[src/rtl/irqt_pkg.sv]
package irqt_pkg;

    localparam logic [15:0] ADR_MODE = 16'h4500;
    localparam logic [15:0] ADR_STOP = 16'h4501;
    localparam logic [15:0] ADR_LO   = 16'h4502;
    localparam logic [15:0] ADR_HI   = 16'h4503;
    localparam logic [15:0] ADR_AUXA = 16'h4024;
    localparam logic [15:0] ADR_AUXB = 16'h4025;

    localparam int MODE_SRC_BIT = 3;

    typedef enum logic {
        SRC_CPU = 1'b0,
        SRC_A12 = 1'b1
    } clk_src_t;

    typedef struct packed {
        logic mode_wr;
        logic load_lo;
        logic load_hi;
        logic stop;
        logic ack;
    } bus_op_t;

    function automatic bus_op_t decode_op(input logic wr, input logic [15:0] addr);
        bus_op_t op;
        op.mode_wr = wr && (addr == ADR_MODE);
        op.load_lo = wr && (addr == ADR_LO);
        op.load_hi = wr && (addr == ADR_HI);
        op.stop    = wr && (addr == ADR_STOP);
        op.ack     = op.load_lo || op.load_hi || op.stop ||
                     (wr && ((addr == ADR_AUXA) || (addr == ADR_AUXB)));
        return op;
    endfunction

endpackage

[src/rtl/irqt_edge_det.sv]
module irqt_edge_det #(
    parameter int SYNC_STAGES = 2
) (
    input  logic clk,
    input  logic rst,
    input  logic din,
    output logic rise
);
    localparam int TOP = SYNC_STAGES - 1;

    logic [SYNC_STAGES-1:0] sync_q;
    logic                   prev_q;

    generate
        if (SYNC_STAGES == 1) begin : g_single
            always_ff @(posedge clk) begin
                if (rst) sync_q <= '0;
                else     sync_q <= din;
            end
        end else begin : g_chain
            always_ff @(posedge clk) begin
                if (rst) sync_q <= '0;
                else     sync_q <= {sync_q[SYNC_STAGES-2:0], din};
            end
        end
    endgenerate

    always_ff @(posedge clk) begin
        if (rst) prev_q <= 1'b0;
        else     prev_q <= sync_q[TOP];
    end

    assign rise = sync_q[TOP] && !prev_q;
endmodule

[src/rtl/irqt_count_core.sv]
module irqt_count_core
    import irqt_pkg::*;
#(
    parameter int DATA_W = 8
) (
    input  logic              clk,
    input  logic              rst,
    input  bus_op_t           op,
    input  logic [DATA_W-1:0] wdata,
    input  logic              tick,
    output logic              armed,
    output logic              irq,
    output logic [2*DATA_W-1:0] count
);
    localparam int CNT_W = 2 * DATA_W;

    logic at_top;
    logic step;

    assign at_top = &count;
    // register writes take the edge; counting waits for the next one
    assign step   = tick && armed && !op.ack;

    always_ff @(posedge clk) begin
        if (rst) begin
            count <= '0;
            armed <= 1'b0;
            irq   <= 1'b0;
        end else begin
            if (op.ack)     irq <= 1'b0;
            if (op.load_lo) count[DATA_W-1:0] <= wdata;
            if (op.load_hi) begin
                count[CNT_W-1:DATA_W] <= wdata;
                armed <= 1'b1;
            end
            if (op.stop)    armed <= 1'b0;
            if (step) begin
                if (at_top) begin
                    armed <= 1'b0;
                    irq   <= 1'b1;
                end else begin
                    count <= count + 1'b1;
                end
            end
        end
    end
endmodule

[src/rtl/irq_upcount_timer.sv]
module irq_upcount_timer
    import irqt_pkg::*;
#(
    parameter int DATA_W      = 8,
    parameter int SYNC_STAGES = 2
) (
    input  logic              clk,
    input  logic              rst,
    input  logic              bus_wr,
    input  logic [15:0]       bus_addr,
    input  logic [DATA_W-1:0] bus_wdata,
    output logic [DATA_W-1:0] bus_rdata,
    input  logic              ppu_a12,
    output logic              irq
);
    localparam int CNT_W = 2 * DATA_W;

    bus_op_t           op;
    logic [DATA_W-1:0] mode_q;
    clk_src_t          src;
    logic              a12_rise;
    logic              tick;
    logic              armed;
    logic [CNT_W-1:0]  count;

    assign op = decode_op(bus_wr, bus_addr);

    always_ff @(posedge clk) begin
        if (rst)             mode_q <= '0;
        else if (op.mode_wr) mode_q <= bus_wdata;
    end

    assign src       = clk_src_t'(mode_q[MODE_SRC_BIT]);
    assign bus_rdata = (bus_addr == ADR_MODE) ? mode_q : '0;

    irqt_edge_det #(.SYNC_STAGES(SYNC_STAGES)) u_edge (
        .clk  (clk),
        .rst  (rst),
        .din  (ppu_a12),
        .rise (a12_rise)
    );

    assign tick = (src == SRC_A12) ? a12_rise : 1'b1;

    irqt_count_core #(.DATA_W(DATA_W)) u_core (
        .clk   (clk),
        .rst   (rst),
        .op    (op),
        .wdata (bus_wdata),
        .tick  (tick),
        .armed (armed),
        .irq   (irq),
        .count (count)
    );
endmodule

[config.mk]
export PLATFORM = sky130hd
export DESIGN_NAME = irq_upcount_timer
export DESIGN_NICKNAME = d
export VERILOG_FILES = /design/src/rtl/irqt_pkg.sv /design/src/rtl/irqt_edge_det.sv /design/src/rtl/irqt_count_core.sv /design/src/rtl/irq_upcount_timer.sv
export SDC_FILE = /design/constraint.sdc
export NUM_CORES = 1
export LEC_CHECK = 0
export BUFFER_PORTS_ARGS = -buffer_cell sky130_fd_sc_hd__buf_2
export CORE_MARGIN = 5
export CORE_UTILIZATION = 55
export CTS_BUF_LIST = sky130_fd_sc_hd__clkbuf_16
export DETAILED_ROUTE_END_ITERATION = 8
export PLACE_DENSITY = 0.8
export SYNTH_ARGS = -nofsm -noshare
export SYNTH_HDL_FRONTEND = slang
export SYNTH_SLANG_ARGS = --single-unit
[constraint.sdc]
create_clock -name clk -period 4.28 [get_ports clk]
set_input_delay 0.214 -clock clk [delete_from_list [all_inputs] [get_ports clk]]
set_output_delay 0.214 -clock clk [all_outputs]
set_load 0.01 [all_outputs]
==> summary.txt <==
Clk pwr share - 0.560
TritonCTS Buffers - 5
unrepaired setup endpoints after global routing - false
Worst-path clk slew - 0.05 ns
pins over their slew limit - 0
layout overhead on the synthesized area - 21.8%
CP Class - flop to flop
Synth Flop Type - dfxtp_1
Final period util - 0.493
Max Cap Viol - 0
vias in the first global route - 1698
postcts setup bufs - 0
fmax - 0.474 GHz
Internal - 556 uW
routed len/inst - 15.5 microns
synthesized area - 0.00171 sq mm
Finish-stage setup viols - 0
sw frac - 0.202
leakage - 0.000747 uW
H-tree lvl count - 2
Syn Nets - 240
final core utilization - 0.687
top cell type's share of synthesized area - 0.340
Via density - 6.12
layout cells sized above 1 - 0.248
Area contributors post-synth - dfxtp_1 (34%), nand2_1 (8.6%), a21oi_1 (5.0%), and3_1 (3.7%), nand3_1 (2.9%)
Sequential Power Share - 0.390
Initial DRT Pass Iterations - 5
Avg Inst Size Synth - 8.09 sq um
Worst-Margin Slew - 0.758 ns
Total GRT Usage - 0.235
PortBufs - 36
gpl congestion - 0.964
n_diodes - 0
CP endpoint kind - flop
Gates resized, CTS repair - 0
# nets final - 278
# hold bufs at CTS - 0
CTS Sinks - 29
worst min-delay path class - input port to flop
post-layout power - 697 uW
Power Dens Cells - 335 mW/mm^2
post-synthesis cell count - 211
Max FO, Critical Path - 9
Post-synth EDFFs - 0
FILL cells - 267
Iter 0 DRT Violations - 170
IO Count - 37
DP Cell Count - 286
Combinational Power Share - 0.050
first-pass GRT wire length - 7820 microns
cell accounting for the most synthesized area - dfxtp_1
vias post-DR - 1799
total grt overflow - 0
Syn. warnings - 0
switching pwr - 141 uW
async set-reset flop share out of synthesis - 0
fin cells - 294
status - complete, no violations
drt drc - 0
Critical Path AT - 2.30 ns
die area - 0.00432 sq mm
post-synthesis sequential area ratio - 0.340
root buf cell - clkbuf_16
initial antenna violation count - 0
Cell variety after synth - 55
flop and latch count out of synthesis - 29
Site Rows - 20
FF-to-FF setup slack - 2.17 ns
Setup TNS - 0 ns
Rel. slew slack - 0.490
most frequent cell after synthesis - nand2_1
hpwl dp - 3400 microns
peak supply drop - 256 uV
antenna viol nets, final - 0
critical path data required time - 4.48 ns
fin crit period - 2.11 ns
type of origin of the critical path - flop
clock buffer depth - 2
total detailed-routing wirelength - 4540 microns
die span in y - 65.7 microns
CTS tree - done
final hold violations - 0
Worst-Skew Late Latency - 0.28 ns
Max Clock Skew - 0.00441 ns
pin count of the biggest net entering global routing - 32
die width - 65.7 microns
Core Region - 0.00303 sq mm
Initial Utilization - 0.564
synth cell count leaders - nand2_1 (39), dfxtp_1 (29), a21oi_1 (17), and3_1 (10), nand3_1 (10)
## final timing paths
kind,from,to,cells after the start
setup / recovery,u_core.count[0],u_core.count[10],6
hold / removal,ppu_a12,u_edge.sync_q[0],2
setup reg to reg,u_core.count[0],u_core.count[10],6
hold reg to reg,u_edge.sync_q[1],u_edge.prev_q,2
## power by group through the flow
| stage | clock network, uW | registers, uW | logic, uW |
|---|---|---|---|
| 6_report | 390 | 272 | 34.8 |
| 5_1_grt | 411 | 272 | 38.6 |
| 4_1_cts | 395 | 272 | 34.6 |
| 3_5_place_dp | 0 | 277 | 34.5 |
| 3_3_place_gp | 0 | 277 | 34.4 |
| 2_1_floorplan | 0 | 277 | 13.5 |
## state kept, by name (all words and copies together), names as in the netlist
name,flops
mode_q,8
u_core.armed,1
u_core.count,16
u_core.irq,1
u_edge.prev_q,1
u_edge.sync_q,2
## metal layers
metal	part of all wire	vias to the layer above	routed length (microns)	global-route usage
li1	-	873	-	-
met5	0	-	0	0
met2	0.42	107	1930	0.343
met4	0.030	0	136	0.127
met3	0.10	15	456	0.0632
met1	0.45	804	2020	0.312
## layout make-up
cell class | instances | area, sq um | share of cell area
Sequential cell | 29 | 581 | 0.279
Tap cell | 44 | 55.1 | 0.0265
Clock buffer | 5 | 125 | 0.0602
Clock inverter | 3 | 41.3 | 0.0199
Timing Repair Buffer | 36 | 180 | 0.0866
Inverter | 4 | 15.0 | 0.00722
Multi-Input combinational cell | 173 | 1080 | 0.520
## cells by family (layout without fill, tap and decap cells)
family	Yosys count	in the layout	synth area share
AND/OR/NAND/NOR	114	114	0.386
XOR/XNOR	2	2	0.0103
buffers and inverters	9	48	0.0264
adder cells (fa/ha/maj)	1	1	0.00732
multiplexers	2	2	0.0117
AO/OA/AOI/OAI	54	54	0.218
flip-flops	29	29	0.340
## critical path: stages, from the launching register on
cell and delay [ns]:
dfxtp_1 0.39, ha_1 0.25, nand3_1 0.17, nor4_2 0.63
nor3_2 0.22, a21o_1 0.20, a21oi_1 0.15
## metrics by stage
stage	setup slack [ns]	hold slack (ns)	instance area, sq um
2_1_floorplan	2.47	0.342	1710
3_5_place_dp	2.27	0.422	1910
5_1_grt	2.03	0.184	2080
3_3_place_gp	2.26	0.424	1910
6_report	2.17	0.153	2080
4_1_cts	2.26	0.150	2080
## cell usage in the layout (no fill, tap or decap), types with 5 or more instances in the layout
cell / count
a21oi_1: 17
a31oi_1: 6
and3_1: 10
buf_2: 36
clkbuf_16: 5
dfxtp_1: 29
nand2_1: 39
nand3_1: 10
nor2_1: 9
nor3_1: 5
nor4_1: 7
o21ai_0: 5
Power figures use the tool's default switching activity.
